<file path="src/rtl/goc_pkg.sv">
package goc_pkg;
  parameter int SAMPLE_W = 14;
  parameter int GAIN_W   = 12;
  parameter int FRAC_W   = 10;
  parameter int OFFSET_W = 14;

  // Strobes from control to datapath
  typedef struct packed {
    logic capture;  // load product and offset into stage one
    logic commit;   // load clamped result into output register
  } gocStrobe_t;
endpackage

</file>
<file path="src/rtl/goc_ctrl.sv">
module goc_ctrl
  import goc_pkg::*;
(
  input  logic       clk,
  input  logic       rstN,
  input  logic       validIn,
  output gocStrobe_t strobe,
  output logic       validOut
);
  logic s1Valid;

  always_ff @(posedge clk or negedge rstN) begin
    if (!rstN) begin
      s1Valid  <= 1'b0;
      validOut <= 1'b0;
    end else begin
      s1Valid  <= validIn;
      validOut <= s1Valid;
    end
  end

  always_comb begin
    strobe.capture = validIn;
    strobe.commit  = s1Valid;
  end

  // each accepted sample moves one stage per clock
  a_r2_capture_to_commit: assert property (@(posedge clk) disable iff (!rstN)
    strobe.capture |=> strobe.commit);
  a_r2_commit_to_valid: assert property (@(posedge clk) disable iff (!rstN)
    strobe.commit |=> validOut);
  a_r2_no_spurious_valid: assert property (@(posedge clk) disable iff (!rstN)
    !strobe.commit |=> !validOut);
endmodule

</file>
<file path="src/rtl/goc_datapath.sv">
module goc_datapath
  import goc_pkg::*;
#(
  parameter int SW = SAMPLE_W,
  parameter int GW = GAIN_W,
  parameter int FW = FRAC_W,
  parameter int OW = OFFSET_W
) (
  input  logic                 clk,
  input  logic                 rstN,
  input  gocStrobe_t           strobe,
  input  logic signed [SW-1:0] sampleIn,
  input  logic signed [GW-1:0] gainCode,
  input  logic signed [OW-1:0] offsetIn,
  output logic signed [SW-1:0] dataOut
);
  localparam int PROD_W  = SW + GW;
  localparam int SHIFT_W = PROD_W - FW;
  localparam int SUM_W   = ((SHIFT_W > OW) ? SHIFT_W : OW) + 1;
  localparam int MAX_I   = (2 ** (SW - 1)) - 1;
  localparam int MIN_I   = -(2 ** (SW - 1));
  localparam logic signed [SUM_W-1:0] MAX_S = $signed(SUM_W'(MAX_I));
  localparam logic signed [SUM_W-1:0] MIN_S = $signed(SUM_W'(MIN_I));

  logic signed [PROD_W-1:0]  prodNext;
  logic signed [PROD_W-1:0]  prodQ;
  logic signed [OW-1:0]      offQ;
  logic signed [SHIFT_W-1:0] scaled;
  logic signed [SUM_W-1:0]   sumWide;
  logic signed [SW-1:0]      clampNext;

  // Stage one: full-precision product
  assign prodNext = PROD_W'(sampleIn) * PROD_W'(gainCode);

  always_ff @(posedge clk or negedge rstN) begin
    if (!rstN) begin
      prodQ <= '0;
      offQ  <= '0;
    end else if (strobe.capture) begin
      prodQ <= prodNext;
      offQ  <= offsetIn;
    end
  end

  // Stage two: floor shift, offset add, clamp
  assign scaled  = prodQ[PROD_W-1:FW];
  assign sumWide = SUM_W'(scaled) + SUM_W'(offQ);

  generate
    if (SUM_W > SW) begin : g_clamp
      always_comb begin
        if (sumWide > MAX_S)      clampNext = SW'(MAX_I);
        else if (sumWide < MIN_S) clampNext = SW'(MIN_I);
        else                      clampNext = sumWide[SW-1:0];
      end
    end else begin : g_pass
      assign clampNext = SW'(sumWide);
    end
  endgenerate

  always_ff @(posedge clk or negedge rstN) begin
    if (!rstN)              dataOut <= '0;
    else if (strobe.commit) dataOut <= clampNext;
  end

  // output register holds while nothing completes
  a_r9_hold_idle: assert property (@(posedge clk) disable iff (!rstN)
    !strobe.commit |=> $stable(dataOut));
  // overrange sums leave as positive full scale
  a_r6_clip_high: assert property (@(posedge clk) disable iff (!rstN)
    (strobe.commit && (sumWide > MAX_S)) |=> (dataOut == SW'(MAX_I)));
  // underrange sums leave as negative full scale
  a_r7_clip_low: assert property (@(posedge clk) disable iff (!rstN)
    (strobe.commit && (sumWide < MIN_S)) |=> (dataOut == SW'(MIN_I)));
endmodule

</file>
<file path="src/rtl/gain_offset_clamp.sv">
module gain_offset_clamp
  import goc_pkg::*;
(
  input  logic                clk,
  input  logic                rstN,
  input  logic                validIn,
  input  logic [SAMPLE_W-1:0] sampleIn,
  input  logic [GAIN_W-1:0]   gainCode,
  input  logic [OFFSET_W-1:0] offsetIn,
  output logic                validOut,
  output logic [SAMPLE_W-1:0] dataOut
);
  gocStrobe_t strobe;

  goc_ctrl u_ctrl (
    .clk      (clk),
    .rstN     (rstN),
    .validIn  (validIn),
    .strobe   (strobe),
    .validOut (validOut)
  );

  goc_datapath #(
    .SW (SAMPLE_W),
    .GW (GAIN_W),
    .FW (FRAC_W),
    .OW (OFFSET_W)
  ) u_dp (
    .clk      (clk),
    .rstN     (rstN),
    .strobe   (strobe),
    .sampleIn (sampleIn),
    .gainCode (gainCode),
    .offsetIn (offsetIn),
    .dataOut  (dataOut)
  );
endmodule

</file>
<file path="config.mk">
export PLATFORM = sky130hd
export DESIGN_NAME = gain_offset_clamp
export DESIGN_NICKNAME = d
export VERILOG_FILES = /design/src/rtl/goc_pkg.sv /design/src/rtl/goc_ctrl.sv /design/src/rtl/goc_datapath.sv /design/src/rtl/gain_offset_clamp.sv
export SDC_FILE = /design/constraint.sdc
export NUM_CORES = 1
export LEC_CHECK = 0
export ABC_AREA = 0
export BUFFER_PORTS_ARGS = -buffer_cell sky130_fd_sc_hd__buf_2
export CORE_MARGIN = 2
export CORE_UTILIZATION = 50
export DETAILED_ROUTE_END_ITERATION = 6
export GPL_TIMING_DRIVEN = 0
export PLACE_DENSITY = 0.71
export SYNTH_ARGS = -nofsm -noshare
export SYNTH_HDL_FRONTEND = slang
export SYNTH_SLANG_ARGS = --single-unit
</file>
<file path="constraint.sdc">
create_clock -name clk -period 2.9 [get_ports clk]
set_clock_uncertainty 0.2 [all_clocks]
set_input_delay 0.58 -clock clk [delete_from_list [all_inputs] [get_ports clk]]
set_output_delay 0.58 -clock clk [all_outputs]
set_load 0.02 [all_outputs]
</file>
Word level (Yosys, flattened, before mapping):

Index checks and enable logic that the tools add are counted.

* input bits: 43
* register bits after elaboration: 56

* order comparisons: 2
* $add $sub $neg: 1
* multipliers: 1
* muxes and demuxes: 2

Operators by type and width (count)
* $mux 14: 2
* $mul 14x12->26: 1
* $add 16x14->17: 1
* $gt 17x14->1 const B: 1
* $lt 17x14->1 const B: 1

Logic depth before layout (Yosys ltp):

* depth after elaboration: 4
* gate-level depth with buffers: 21
* depth with buffers taken out: 20

Modules after synthesis:

From an unflattened synthesis, not the netlist that was laid out.

* cells, all modules: 898
* area total of the unflattened synthesis: 8385.5 um2

Modules (own cells, without submodules)
* goc_datapath: sequential area each 1101.1 um2, instances 1, cells each 894, area each 8320.5 um2
* goc_ctrl: sequential area each 50.0 um2, instances 1, cells each 4, area each 65.1 um2

Worst setup path after synthesis:

OpenSTA, ideal clock, no wires.

* path type: in2reg
* start: input gainCode[6]
* end: register u_dp.prodQ[25]
* data required time: 2604 ps
* stages: 19
* arrival time: 5241 ps
* path slack: -2636 ps
* setup time: 96 ps
* path through: clkbuf_1 > nand2_1 > fa_1 > inv_1 > fa_1 > fa_1 > fa_1 > inv_1 > fa_1 > inv_1 > ha_1 > a21o_1 > a21oi_1 > o221ai_1 > a21oi_2 > o21ai_1 > o211a_1 > o21a_1 > o31ai_1

* word-level cells in the longest chain between the ends: 1

RTL lines
* start, declared: line gain_offset_clamp.sv:8 `input logic [GAIN_W-1:0] gainCode,`
* $mul 14x12->26: line goc_datapath.sv:33 `assign prodNext = PROD_W'(sampleIn) * PROD_W'(gainCode);`
* end signal, assigned: line goc_datapath.sv:40 `prodQ <= prodNext;`
* end, declared: line goc_datapath.sv:26 `logic signed [PROD_W-1:0] prodQ;`

No other way between the ends.
A chain may end at the register's enable or synchronous reset.

Worst setup path in the final report:

* start: input sampleIn[6]
* end: register u_dp.prodQ[14]

* word-level cells in the longest chain between the ends: 1

RTL lines
* start, declared: line gain_offset_clamp.sv:7 `input logic [SAMPLE_W-1:0] sampleIn,`
* $mul 14x12->26: line goc_datapath.sv:33

No other way between the ends.

==> impl_results.md <==
* Status: complete, but fails checks
* Failing checks: setup timing
* Clock sink count at 46
* Post-synthesis register bit count at 46
* Pwr Density at 1321 mW/mm^2
* CTS tree: yes
* H-tree Lvls at 2
* Top_reg_cell synth: dfrtp_1
* Final hold vios at 0
* First-pass GRT wire length at 31.91 mm
* Least-Margin Pin Slew at 1.043 ns
* FFs w/ async S/R, synth at 1.000
* Die H at 134.3 um
* Worst slack, placed at -2.824 ns
* Reg clk slew, reported paths at 0.07 ns
* FF-to-FF Start: u_dp.prodQ[11]
* Initial antenna violation count at 0
* Final setup margin at -2.382 ns
* YS warnings at 0
* Hold WS at 0.2496 ns
* Die Span X at 134.3 um
* CORE AREA at 0.01658 mm^2
* Post-detailed-routing wire length at 19.51 mm
* Part of the power in combinational logic at 0.876
* Slowest cell on crit path: fa_1
* Layout cells sized above 1 at 0.3248
* Post-Synthesis Cell Area at 0.008484 mm^2
* Drt wl/cell at 15.82 um
* Top cells by area, synth: fa_1 (37%), dfrtp_1 (14%), ha_1 (10%), inv_1 (8.0%), nand2_1 (4.9%)
* # IOs at 58
* Vias per std cell at 5.291
* Most frequent cells in the layout: inv_1 (166), fa_1 (146), nand2_1 (94)
* Clock Latency Late Sink at 0.30 ns
* Number of enable flip-flop cells after synthesis at 0
* Setup CP Type: in -> reg
* Max-cap violations at 0
* Hold depth at 1
* Commonest non-fill, non-tap cell in the layout: inv_1
* Nets@finish at 1280
* DRC at 0
* Clock Path Buffers at 2
* Final non-filler cell area at 0.01072 mm^2
* Yosys top cell area share at 0.3704
* Num CTS Buffers at 5
* Sequential power share at 0.077
* Peak fanout along the critical path at 5
* Syn Inst Count at 888
* RSZ-0062 raised after global routing: yes
* Pin count of the biggest net entering global routing at 47
* Port bufs at 57
* Worst path max stage delay at 0.55 ns
* Setup TNS at -34.85 ns
* GPL Wtd Cong at 0.8644
* Req. time, crit path at 2.88 ns
* NetSw at 0.006644 W
* Sequential-to-total area share from yosys stat at 0.1357
* Final setup violation count at 16
* Worst path arrival time at 5.26 ns
* Cell-internal power at 0.007511 W
* Sw Share at 0.4694
* Syn_area_per_cell at 9.554 um^2
* Startpoint Class: input pin
* Hold_sp: validIn
* Worst Hold Class: in -> reg
* Max Slew Vio Count at 0
* Grt total ovfl at 0
* Drt pass-1 iters at 5
* Initial drt markers at 341
* Post-DRT Antenna Nets at 0
* Unique cell type count in the Yosys netlist at 60
* Routed vias at 6524
* Leak Pwr at 5.165 nW
* Relative slew slack at 0.3045
* Crit. End Element: flip-flop
* Clk root buf: clkbuf_16
* Post-layout minimum cycle time at 5.282 ns
* Full die area at 0.01803 mm^2
* Worst Path Buf+Inv at 4
* Row cnt at 47
* Overall Global Routing Usage at 0.2209
* Yosys top cell by area: fa_1
* Vias in the first global route at 6669
* Worst-case reg-to-reg path depth at 12
* Final Cycle Share at 1.821
* VDD IR max at 1.528 mV
* Area growth syn-to-layout at 26.34%
* Syn nets at 1156
* R2r endpoint: u_dp.dataOut[9]
* Worst Hold End: u_ctrl.s1Valid
* FF-to-FF setup slack at 0.04 ns
* HPWL Detailed at 14.81 mm
* ANT cells at 0
* CP top delay family: adder cells
* Max frequency at 189.3 MHz
* Clk network pwr share at 0.047
* Initial core utilization at 0.5116
* Placed cell areas at 0.009339 mm^2
* Crit path cell chain: buf_8 > buf_8 > and2_4 > fa_1 > ha_1 > inv_2 > fa_1 > inv_2 > fa_1 > fa_1 > ha_1 > or3_1 > o211ai_1 > o21bai_1 > a21o_1 > a21o_1 > a21oi_2 > xnor2_1 > mux2_4
* Critical Path Most Common Cell: fa_1
-- kinds of logic (layout without fill, tap and decap cells) --
logic type | after synthesis | count (layout) | share of synthesized area
buffers and inverters | 214 | 339 | 0.09689
muxes | 26 | 26 | 0.03451
xor gates and xnor gates | 27 | 27 | 0.02787
DFF | 46 | 46 | 0.1357
adders and majority gates | 225 | 225 | 0.4707
and+or+nand+nor | 248 | 248 | 0.1397
AOI/OAI and AO/OA | 102 | 102 | 0.09468
-- flip-flops by register name (all words and copies together) (netlist names) --
signal / count
u_dp.prodQ: 16
u_dp.dataOut: 14
u_dp.offQ: 14
u_ctrl.s1Valid: 1
u_ctrl.validOut: 1
-- layout make-up --
class	instances	area, um^2
Buffer	32	446.7
Fill cell	1345	5864
Timing Repair Buffer	117	920.9
Clock buffer	5	125.1
Sequential cell	46	1151
Multi-Input combinational cell	628	7073
Inverter	182	683.2
Clock inverter	3	43.79
Tap cell	220	275.3
-- Yosys cell counts (12+ instances only) --
library cell,instances
o21ai_0,14
nor3_1,14
mux2_2,26
fa_1,157
and2_1,49
a21oi_2,15
nor2_1,35
a21oi_1,16
dfrtp_1,46
clkbuf_1,29
nand2_1,110
ha_1,68
nand2_2,12
inv_1,180
xnor2_1,19
-- per-stage QoR --
step             util  instances  total power [W]
4_1_cts        0.6294       1223          0.01342
2_1_floorplan       -        888         0.009111
5_1_grt        0.6464       1233          0.01559
3_3_place_gp   0.5632       1165          0.01066
6_report       0.6464       1233          0.01415
3_5_place_dp   0.5632       1165          0.01088
-- how the worst max path moves through the flow --
stage                      start             end  slack [ns]  cells after the start
floorplan           gainCode[10]  u_dp.prodQ[25]       -2.29                     18
global placement    gainCode[11]  u_dp.prodQ[25]       -2.81                     20
detailed placement  gainCode[11]  u_dp.prodQ[25]       -2.82                     20
CTS                  sampleIn[5]  u_dp.prodQ[25]       -2.29                     22
finish               sampleIn[6]  u_dp.prodQ[14]       -2.38                     19
global route         sampleIn[6]  u_dp.prodQ[14]       -2.53                     19
-- power by group through the flow --
stage / Combinational [W] / Clock (W) / Sequential, W
global route: 0.0138 / 0.000702 / 0.00112
CTS: 0.0117 / 0.000671 / 0.00107
global placement: 0.00958 / 0 / 0.00108
finish: 0.0124 / 0.000665 / 0.00110
floorplan: 0.00795 / 0 / 0.00116
detailed placement: 0.00980 / 0 / 0.00108
-- repair_timing --
| action | CTS | global route |
|---|---|---|
| hold buffers | 0 | 0 |
| setup buffers | 39 | 11 |
| gates cloned | 11 | 0 |
| resized for setup | 121 | 48 |
| endpoints found under the hold margin | 0 | 0 |
| setup endpoints to repair | 29 | 29 |
| pin swaps | 43 | 30 |
-- per-layer routing --
metal | GRT usage | vias up | wire, um
li1 | - | 3003 | -
met5 | 0 | - | 0
met4 | 0.04444 | 0 | 367
met2 | 0.3724 | 145 | 10090
met3 | 0.03628 | 32 | 846
met1 | 0.3039 | 3344 | 8202
-- worst register-to-register path, delay by kind of cell, from the launching register on --
kind / cells / cell delay [ns]
buffers and inverters: 3 / 0.49
AOI/OAI and AO/OA: 5 / 1.07
DFF: 1 / 0.42
and+or+nand+nor: 3 / 0.28
adders and majority gates: 1 / 0.34
Note: power is estimated with default switching activity, not from simulation.
